$ cat config.mk
export PLATFORM = sky130hd
export DESIGN_NAME = irq_vector_ctrl
export DESIGN_NICKNAME = d
export VERILOG_FILES = /design/src/rtl/irqv_pkg.sv /design/src/rtl/irqv_arbiter.sv /design/src/rtl/irqv_call_seq.sv /design/src/rtl/irqv_svc_stack.sv /design/src/rtl/irq_vector_ctrl.sv
export SDC_FILE = /design/constraint.sdc
export NUM_CORES = 1
export LEC_CHECK = 0
export BUFFER_PORTS_ARGS = -buffer_cell sky130_fd_sc_hd__buf_2
export CAP_MARGIN = 10
export CORE_UTILIZATION = 41
export CTS_CLUSTER_SIZE = 20
export DETAILED_ROUTE_END_ITERATION = 12
export HOLD_SLACK_MARGIN = 0.15
export MAX_ROUTING_LAYER = met4
export PLACE_DENSITY = 0.8
export SLEW_MARGIN = 10
export SYNTH_ARGS = -nofsm -noshare
export SYNTH_HDL_FRONTEND = slang
export SYNTH_SLANG_ARGS = --single-unit
$ cat constraint.sdc
create_clock -name clk -period 1.91 [get_ports clk]
set_input_delay 0.0955 -clock clk [delete_from_list [all_inputs] [get_ports clk]]
set_output_delay 0.0955 -clock clk [all_outputs]
set_load 0.01 [all_outputs]
$ cat src/rtl/irqv_pkg.sv
package irqv_pkg;

   localparam int unsigned IRQV_MAX_SRC = 32;
   localparam int unsigned IRQV_LEVELS  = 2;

   // index of the lowest set bit, 0 when none is set
   function automatic int unsigned irqv_lowest(input logic [IRQV_MAX_SRC-1:0] v);
      int unsigned r;
      r = 0;
      for (int i = IRQV_MAX_SRC - 1; i >= 0; i--) begin
         if (v[i]) r = i;
      end
      return r;
   endfunction

endpackage

$ cat src/rtl/irqv_arbiter.sv
module irqv_arbiter
   import irqv_pkg::*;
#(
   parameter int unsigned NUM_SRC = 8,
   parameter int unsigned IDX_W   = 3
) (
   input  logic [NUM_SRC-1:0] pend_i,
   input  logic [NUM_SRC-1:0] en_i,
   input  logic [NUM_SRC-1:0] prio_i,
   input  logic [1:0]         svc_i,
   input  logic               allow_i,
   output logic               grant_o,
   output logic               grant_hi_o,
   output logic [IDX_W-1:0]   grant_idx_o
);

   logic [IRQV_LEVELS-1:0] lvl_hit;
   logic [IDX_W-1:0]       lvl_idx [IRQV_LEVELS];

   for (genvar lv = 0; lv < IRQV_LEVELS; lv++) begin : g_lvl
      logic               elig;
      logic [NUM_SRC-1:0] req;
      if (lv == 1) begin : g_hi
         assign elig = ~svc_i[1];
         assign req  = pend_i & en_i & prio_i;
      end else begin : g_lo
         assign elig = (svc_i == 2'b00);
         assign req  = pend_i & en_i & ~prio_i;
      end
      assign lvl_hit[lv] = elig & (|req);
      assign lvl_idx[lv] = IDX_W'(irqv_lowest(IRQV_MAX_SRC'(req)));
   end

   assign grant_hi_o  = lvl_hit[1];
   assign grant_o     = allow_i & (|lvl_hit);
   assign grant_idx_o = lvl_hit[1] ? lvl_idx[1] : lvl_idx[0];

endmodule

$ cat src/rtl/irqv_call_seq.sv
module irqv_call_seq #(
   parameter int unsigned CALL_CYCLES = 4
) (
   input  logic clk,
   input  logic rst_n,
   input  logic start_i,
   output logic busy_o,
   output logic first_o
);

   localparam int unsigned CNT_W = $clog2(CALL_CYCLES + 1);

   logic [CNT_W-1:0] cnt_q;
   logic             first_q;

   always_ff @(posedge clk) begin
      if (!rst_n) begin
         cnt_q   <= '0;
         first_q <= 1'b0;
      end else if (start_i) begin
         cnt_q   <= CNT_W'(CALL_CYCLES);
         first_q <= 1'b1;
      end else begin
         first_q <= 1'b0;
         if (cnt_q != '0) cnt_q <= cnt_q - 1'b1;
      end
   end

   assign busy_o  = (cnt_q != '0);
   assign first_o = first_q;

endmodule

$ cat src/rtl/irqv_svc_stack.sv
module irqv_svc_stack (
   input  logic       clk,
   input  logic       rst_n,
   input  logic       set_i,
   input  logic       set_hi_i,
   input  logic       ret_i,
   output logic [1:0] svc_o
);

   logic [1:0] svc_q, svc_d;

   always_comb begin
      svc_d = svc_q;
      if (ret_i) begin
         if (svc_q[1]) svc_d[1] = 1'b0;
         else          svc_d[0] = 1'b0;
      end
      if (set_i) begin
         if (set_hi_i) svc_d[1] = 1'b1;
         else          svc_d[0] = 1'b1;
      end
   end

   always_ff @(posedge clk) begin
      if (!rst_n) svc_q <= 2'b00;
      else        svc_q <= svc_d;
   end

   assign svc_o = svc_q;

endmodule

$ cat src/rtl/irq_vector_ctrl.sv
module irq_vector_ctrl
   import irqv_pkg::*;
#(
   parameter int unsigned NUM_SRC         = 8,
   parameter int unsigned ADDR_W          = 16,
   parameter logic [31:0] VEC_BASE        = 32'h0003,
   parameter int unsigned VEC_STRIDE_LOG2 = 3,
   parameter int unsigned CALL_CYCLES     = 4
) (
   input  logic               clk,
   input  logic               rst_n,
   input  logic [NUM_SRC-1:0] pend_i,
   input  logic [NUM_SRC-1:0] en_i,
   input  logic [NUM_SRC-1:0] prio_i,
   input  logic               gie_i,
   input  logic               instr_last_i,
   input  logic               reti_i,
   output logic               call_req_o,
   output logic [NUM_SRC-1:0] ack_o,
   output logic [ADDR_W-1:0]  vec_addr_o,
   output logic               cpu_hold_o,
   output logic [1:0]         in_svc_o
);

   localparam int unsigned IDX_W = (NUM_SRC > 1) ? $clog2(NUM_SRC) : 1;

   if (NUM_SRC < 1 || NUM_SRC > IRQV_MAX_SRC) begin : g_bad_src
      $error("irq_vector_ctrl: NUM_SRC out of range");
   end
   if (CALL_CYCLES < 1) begin : g_bad_call
      $error("irq_vector_ctrl: CALL_CYCLES must be at least 1");
   end
   if (ADDR_W < IDX_W + VEC_STRIDE_LOG2) begin : g_bad_addr
      $error("irq_vector_ctrl: ADDR_W too narrow for the vector table");
   end

   logic             busy, first, allow;
   logic             grant, grant_hi;
   logic [IDX_W-1:0] grant_idx;
   logic [IDX_W-1:0] idx_q;
   logic [NUM_SRC-1:0] ack_q;
   logic [1:0]       svc;

   assign allow = gie_i & instr_last_i & ~busy;

   irqv_arbiter #(.NUM_SRC(NUM_SRC), .IDX_W(IDX_W)) u_arb (
      .pend_i      (pend_i),
      .en_i        (en_i),
      .prio_i      (prio_i),
      .svc_i       (svc),
      .allow_i     (allow),
      .grant_o     (grant),
      .grant_hi_o  (grant_hi),
      .grant_idx_o (grant_idx)
   );

   irqv_call_seq #(.CALL_CYCLES(CALL_CYCLES)) u_seq (
      .clk     (clk),
      .rst_n   (rst_n),
      .start_i (grant),
      .busy_o  (busy),
      .first_o (first)
   );

   irqv_svc_stack u_svc (
      .clk      (clk),
      .rst_n    (rst_n),
      .set_i    (grant),
      .set_hi_i (grant_hi),
      .ret_i    (reti_i),
      .svc_o    (svc)
   );

   always_ff @(posedge clk) begin
      if (!rst_n) begin
         idx_q <= '0;
         ack_q <= '0;
      end else begin
         ack_q <= '0;
         if (grant) begin
            idx_q <= grant_idx;
            ack_q <= NUM_SRC'(1) << grant_idx;
         end
      end
   end

   assign call_req_o = first;
   assign ack_o      = ack_q;
   assign cpu_hold_o = busy;
   assign in_svc_o   = svc;
   assign vec_addr_o = busy ? (ADDR_W'(VEC_BASE) + (ADDR_W'(idx_q) << VEC_STRIDE_LOG2))
                            : '0;

endmodule

==> results of run 1 <==
## critical path: stages (launching register included)
cell and delay (ns):
dfxtp_2 0.34, inv_2 0.07, ha_4 0.14, nand2b_4 0.09, nor4_4 0.17, o21ai_1 0.14
a2111o_1 0.49, nor4_2 0.30
## report_power, final
part	leakage [nW]	switching [mW]	internal, mW	total, mW
registers	0.139	0.0360	0.406	0.442
logic	0.519	0.330	0.288	0.618
clock network	0.0177	0.106	0.0776	0.183
## cell usage in the layout, fill, tap and decap left out, drive strengths merged, types with 2 or more instances in the layout
cell         netlist  routed
and3b              3       3
mux2i              4       4
mux2               3       3
nand2              5       5
nor4               5       5
clkbuf             0       3
ha                 2       2
buf               15      50
dlygate4sd3        0       2
conb               1      11
inv                8       8
a31oi              4       4
a21oi              2       2
o211ai             3       3
and4               3       3
dfxtp             17      17
a211oi             5       5
nor2               4       4
nand3b             7       7
and3               3       3
and2               3       3
o21ai              9       9
nand3              9       9
## how the worst max path moves through the flow
stage	from	end	slack, ns
floorplan	u_seq.cnt_q[0]	ack_o[4]	0.12
global placement	u_seq.cnt_q[0]	ack_o[5]	0.13
detailed placement	u_seq.cnt_q[0]	ack_o[5]	-0.01
CTS	u_seq.cnt_q[0]	ack_o[4]	0.002
global route	u_seq.cnt_q[1]	ack_o[5]	-0.01
finish	u_seq.cnt_q[0]	ack_o[7]	0.08
## sequential cells by signal, summed over array words and instances (netlist names)
register / flops
idx_q: 3
u_seq.cnt_q: 3
u_seq.first_o: 1
ack_o: 8
u_svc.svc_o: 2
## stage by stage
| stage | util | TNS, ns |
|---|---|---|
| after global routing | 0.567 | -0.0260 |
| after CTS | 0.553 | 0 |
| after global placement | 0.516 | 0 |
| final | 0.567 | 0 |
| after floorplan | - | 0 |
| after detailed placement | 0.516 | -0.0208 |
## metal layers
metal,GRT usage,vias up,wire [um]
met5,-,-,0
met4,0.0598,0,19
met3,0.0194,2,126
met2,0.321,42,1240
met1,0.199,503,1070
li1,-,559,-
## logic make-up after synthesis
kind of cell	after synthesis	synth area share
and+or+nand+nor	45	0.268
AOI/OAI and AO/OA	32	0.203
buffers and inverters	23	0.130
DFF	17	0.301
muxes	7	0.0653
adders and majority gates	2	0.0221
other	1	0.00332
xor gates and xnor gates	1	0.00775
## layout make-up
class | count | area share
inverter | 8 | 0.0208
tap | 30 | 0.0260
multi-input combinational | 98 | 0.500
clock buffer | 3 | 0.0156
timing repair buffer | 52 | 0.196
clock inverter | 1 | 0.00347
sequential | 17 | 0.238
## repair_timing
action | in CTS | in global routing
buffers inserted | 3 | 2
endpoints found under the setup margin | 2 | 10
cloned | 0 | 0
resized for setup | 6 | 5
pin swaps | 3 | 3
endpoints found under the hold margin | 2 | 0
hold buffers | 2 | 0
==> qor.csv, run 1 <==
metric,value,unit
run_status,completed,
io_buffer_count,45,
rsz0062_at_grt,yes,
setup.worst_path.start_class,flip-flop,
route.vias.total,1106,
routed_wirelength,2.46,mm
power.ir.vdd_worst,774,uV
yosys.area.top_type_share,0.301,
placeableCoreArea,2540,um^2
hold_ws,0.366,ns
yosys_most_used_dff,dfxtp_1,
grt_antenna_before_repair,0,
ctsRootBufferMaster,clkbuf_4,
clock.fmax,546,MHz
slew-limit-headroom,0.608,
fin_crit,1.83,ns
die_width,54.5,um
syn_area_per_cell,8.83,um^2
ys_top_cells_by_count,"dfxtp_1 (17), buf_4 (14), nand3_1 (9), inv_1 (8), o21ai_0 (8)",
worst-r2r-setup-slack,0.08,ns
hold_path_class,input pin to flip-flop,
stdcell_area,1440,um^2
yosysSeqAreaShare,0.301,
dpl.cell_count,198,
worst_skew_pair.late_latency,0.28,ns
path_max_fanout,7,
finalClockSkew,0.00716,ns
clock_slew_seen_by_the_registers_of_the_worst_setup_and_hold_paths,0.10,ns
min_delay_worst_endpoint,ack_o[4],
synth_most_common_cell,dfxtp_1,
hold_viol_final,0,
synth_area,1130,um^2
syn_to_final_growth,27.7,%
placement_rows,18,
maxSlewViolCount,0,
fin_cells,209,
synth.distinct_cells,39,
final_layout_size_suffix_gt1_frac,0.413,
grt_max_degree,12,
floorplan.die_area,2970,um^2
postLayoutSetupSlackWorst,0.0785,ns
die-height,54.5,um
insertedDiodeCount,0,
vias_cell,5.29,
ant_nets_after_route,0,
synth_area_leaders,"dfxtp_1 (30%), buf_4 (9.3%), nand3b_1 (4.7%)",
finalNetCount,211,
reg2reg_depth,7,
timing.rr.start,u_seq.cnt_q[0],
max_slew.worst_pin.slew,0.571,ns
number_of_search_and_repair_iterations_in_the_first_detailed_routing_pass,4,
worstHoldStart,en_i[0],
max-clock-path-buffers,2,
design.portCount,57,
hpwlAfterDp,1.94,mm
routed_wire_length_per_instance,11.8,um
global_route.usage.total,0.177,
synth_warnings,0,
drv_cap,0,
synth.largest_area_cell,dfxtp_1,
detail_route.iter0.violations,27,
critical_path.endpoint_type,flip-flop,
grt_first_pass_wirelength,3.81,mm
multi_input_comb_area,722,um^2
critical_path.reg2reg.endpoint,ack_o[7],
design_power_total,1.24,mW
drc,0,
post_synthesis_sequential_element_count,17,
place.gp.congestion,0.893,
place_worst_setup_slack,-0.0111,ns
async_flop_share,0,
post_dp_cell_area,1310,um^2
worst_hold_path.num_cells,4,
setup_violations,0,
arrival_time_reported_for_the_critical_path_endpoint,2.03,ns
cts_made_buffers,3,
numClockSinks,17,
depth_of_the_cts_h_tree,1,
num-fill-cells,245,
via_count_of_the_first_global_routing_pass,992,
crit_required,2.11,ns
regArea,343,um^2
total_leakage_power,0.675,nW
remaining_global_route_overflow,0,
post_synth_edffs,0,
synthCells,128,
tritoncts_clock_tree,yes,
power_density,862,nW/um^2
timing.final.crit_share,0.959,
timing.setup.critical_path_class,flip-flop to flip-flop,
initial_core_util,0.444,
No activity file was read; power rests on OpenSTA's default activity.
==> inputs of run 2 (changes only) <==
- CORE_UTILIZATION: 41 -> 40
- PLACE_DENSITY: 0.8 -> 0.78
- SYNTH_HIERARCHICAL: not set -> 1
==> run 2 against run 1 <==
Clock-buffer cell count unchanged. Synthesized area down 0.44%. Clock skew down 0.0056 ns. Critical path type is now flip-flop to output port.
==> qor.csv, run 2 <==
metric,value,unit,change
timing.final.crit_share,0.900,,-0.0592
maxSlewViolCount,0,,unchanged
depth_of_the_cts_h_tree,1,,unchanged
yosys.area.top_type_share,0.303,,+0.00134
setup_violations,0,,unchanged
stdcell_area,1380,um^2,-4.1%
use_met2,0.323,,+0.00215
crit_required,1.81,ns,-0.30 ns
ys_top_cells_by_count,"dfxtp_1 (17), nor2_1 (14), buf_4 (13), nand2_1 (11)",,
grt_first_pass_wirelength,3.88,mm,+2.0%
setup_fix_buffers_added_after_clock_tree_synthesis,0,,-3
hold_path_class,input pin to flip-flop,,
synth.largest_area_cell,dfxtp_1,,
io_buffer_count,45,,unchanged
layout_common_cells,"buf_2 (45), dfxtp_1 (17), nor2_1 (14)",,
critical_path.endpoint_type,output port,,
vias_cell,5.00,,-5.5%
place_worst_setup_slack,0.0723,ns,+0.0834 ns
die-height,55.0,um,+0.98%
drc,0,,unchanged
seqPwrFrac,0.388,,+0.032
max-clock-path-buffers,2,,unchanged
p_sw_frac,0.358,,-0.0209
worst_skew_pair.late_latency,0.28,ns,about the same
cts_made_buffers,3,,unchanged
yosys_most_used_dff,dfxtp_1,,
synth.distinct_cells,40,,+2.6%
num-fill-cells,241,,-1.6%
synth_warnings,6,,+6
fin_crit,1.72,ns,-0.113 ns
remaining_global_route_overflow,0,,unchanged
initial_core_util,0.438,,-0.00584
power.share.clock,0.174,,+0.027
tritoncts_clock_tree,yes,,
postLayoutSetupSlackWorst,0.192,ns,+0.113 ns
finalNetCount,212,,+0.47%
place.gp.congestion,0.826,,-7.5%
drv_cap,0,,unchanged
hpwlAfterDp,1.94,mm,-0.21%
insertedDiodeCount,0,,unchanged
hold_ws,0.314,ns,-0.0524 ns
number_of_search_and_repair_iterations_in_the_first_detailed_routing_pass,4,,unchanged
syn_area_per_cell,8.65,um^2,-2.0%
design_power_total,1.06,mW,-15%
grt_max_degree,14,,+2
post_synthesis_sequential_element_count,17,,unchanged
global_route.usage.total,0.177,,+0.000230
grt_antenna_before_repair,0,,unchanged
fin_cells,209,,unchanged
arrival_time_reported_for_the_critical_path_endpoint,1.62,ns,-0.41 ns
placeableCoreArea,2570,um^2,+0.88%
timing.setup.critical_path_class,flip-flop to output port,,
power_frac_comb,0.438,,-0.059
clock_slew_seen_by_the_registers_of_the_worst_setup_and_hold_paths,0.09,ns,about the same
syn_to_final_growth,23.0,%,
numClockSinks,17,,unchanged
power.switching,0.380,mW,-19%
largest_register_ff_count,8,,unchanged
final_core_utilization,0.539,,-0.0279
synth_area_leaders,"dfxtp_1 (30%), buf_4 (8.7%), nor2_1 (4.7%)",,
most_frequent_standard_cell_in_the_layout_excluding_fill_and_tap_cells,buf_2,,
post_dp_cell_area,1340,um^2,+1.6%
synth_area,1120,um^2,-0.44%
routed_wirelength,2.34,mm,-4.6%
synth_most_common_cell,dfxtp_1,,
post_synth_edffs,0,,unchanged
rsz0062_at_grt,no,,
run_status,completed,,
die_width,55.0,um,+0.98%
hold_viol_final,0,,unchanged
total_leakage_power,0.659,nW,-2.4%
fin_setup_tns,0,ns,unchanged
synthCells,130,,+1.6%
clock.fmax,582,MHz,+6.6%
routed_wire_length_per_instance,11.2,um,-4.6%
finalClockSkew,0.00153,ns,-0.00563 ns
async_flop_share,0,,unchanged
path_max_fanout,7,,unchanged
ctsRootBufferMaster,clkbuf_4,,
floorplan.die_area,3030,um^2,+2.0%
power.ir.vdd_worst,635,uV,-18%
detail_route.iter0.violations,17,,-37%
route.vias.total,1045,,-5.5%
met3_usage,0.0164,,-0.00305
gr-usage-met1,0.200,,+0.000664
internal_power,0.681,mW,-12%
dpl.cell_count,203,,+2.5%
via_count_of_the_first_global_routing_pass,1001,,+0.91%
grt.busiest_layer,met2,,
final_layout_size_suffix_gt1_frac,0.358,,-0.0559
power_density,767,nW/um^2,-11%
ant_nets_after_route,0,,unchanged
design.portCount,57,,unchanged
yosysSeqAreaShare,0.303,,+0.00134
placement_rows,18,,unchanged
setup.worst_path.start_class,flip-flop,,
==> run 2: cell types whose count changed after synthesis, moves of 4 or more <==
cell      previous run  this run
nor2_1               4        14
nand2_1              5        11
and2_1               0         5
a211oi_1             5         1
a31oi_1              4         0
nand2b_1             0         4
nand3_1              9         5
nand3b_1             7         3
nor2b_1              0         4
nor4_1               4         0
==> run 2: layout make-up <==
type | instances | area (um^2) | area share
sequential | 17 | 340 | 0.246
clock inverter | 1 | 5.00 | 0.00362
clock buffer | 3 | 22.5 | 0.0163
timing repair buffer | 48 | 253 | 0.183
inverter | 5 | 18.8 | 0.0136
tap | 30 | 37.5 | 0.0271
multi-input combinational | 105 | 707 | 0.511
==> run 2: timing repair <==
| action | 4_1_cts | 5_1_grt |
|---|---|---|
| endpoints found under the setup margin | 0 | 3 |
| hold endpoints to repair | 4 | 0 |
| hold buffers | 2 | 0 |
| resized for setup | 0 | 1 |
==> run 2: path summary, 6_finish.rpt <==
| path | from | cells past startpoint | slack [ns] | to |
|---|---|---|---|---|
| hold / removal | prio_i[0] | 5 | 0.31 | ack_o[1] |
| setup reg to reg | u_seq/cnt_q[0] | 8 | 0.24 | ack_o[1] |
| hold reg to reg | u_svc/svc_o[0] | 2 | 0.49 | u_svc/svc_o[0] |
| setup / recovery | u_seq/cnt_q[0] | 7 | 0.19 | vec_addr_o[3] |
==> run 2: routing by layer <==
metal,vias up,share of wire
met2,37,0.52
met5,-,0
met3,2,0.035
met1,479,0.44
met4,0,0.0081
li1,527,-
==> run 2: worst max-delay path: stages (launching register included) <==
cell and delay (ns):
dfxtp_1 0.35, inv_1 0.05, ha_1 0.20, ha_1 0.24, inv_1 0.09, buf_4 0.14
and2_1 0.14, buf_2 0.13
==> run 2: cells by family (layout without fill, tap and decap cells) <==
| logic type | Yosys count | after routing | share of synthesized area |
|---|---|---|---|
| simple gates | 59 | 59 | 0.303 |
| compound gates | 26 | 26 | 0.202 |
| buf+inv | 18 | 57 | 0.103 |
| flops | 17 | 17 | 0.303 |
| mux | 4 | 4 | 0.0367 |
| fa+ha+maj | 3 | 3 | 0.0334 |
| xor+xnor | 2 | 2 | 0.0156 |
| other cells | 1 | 11 | 0.00333 |
==> run 2: power groups by stage <==
stage          Clock [mW]  Combinational [mW]  Sequential, mW
2_1_floorplan           0               0.346           0.422
3_3_place_gp            0               0.444           0.418
3_5_place_dp            0               0.461           0.421
4_1_cts             0.192               0.466           0.412
5_1_grt             0.204               0.533           0.416
6_report            0.185               0.465           0.412
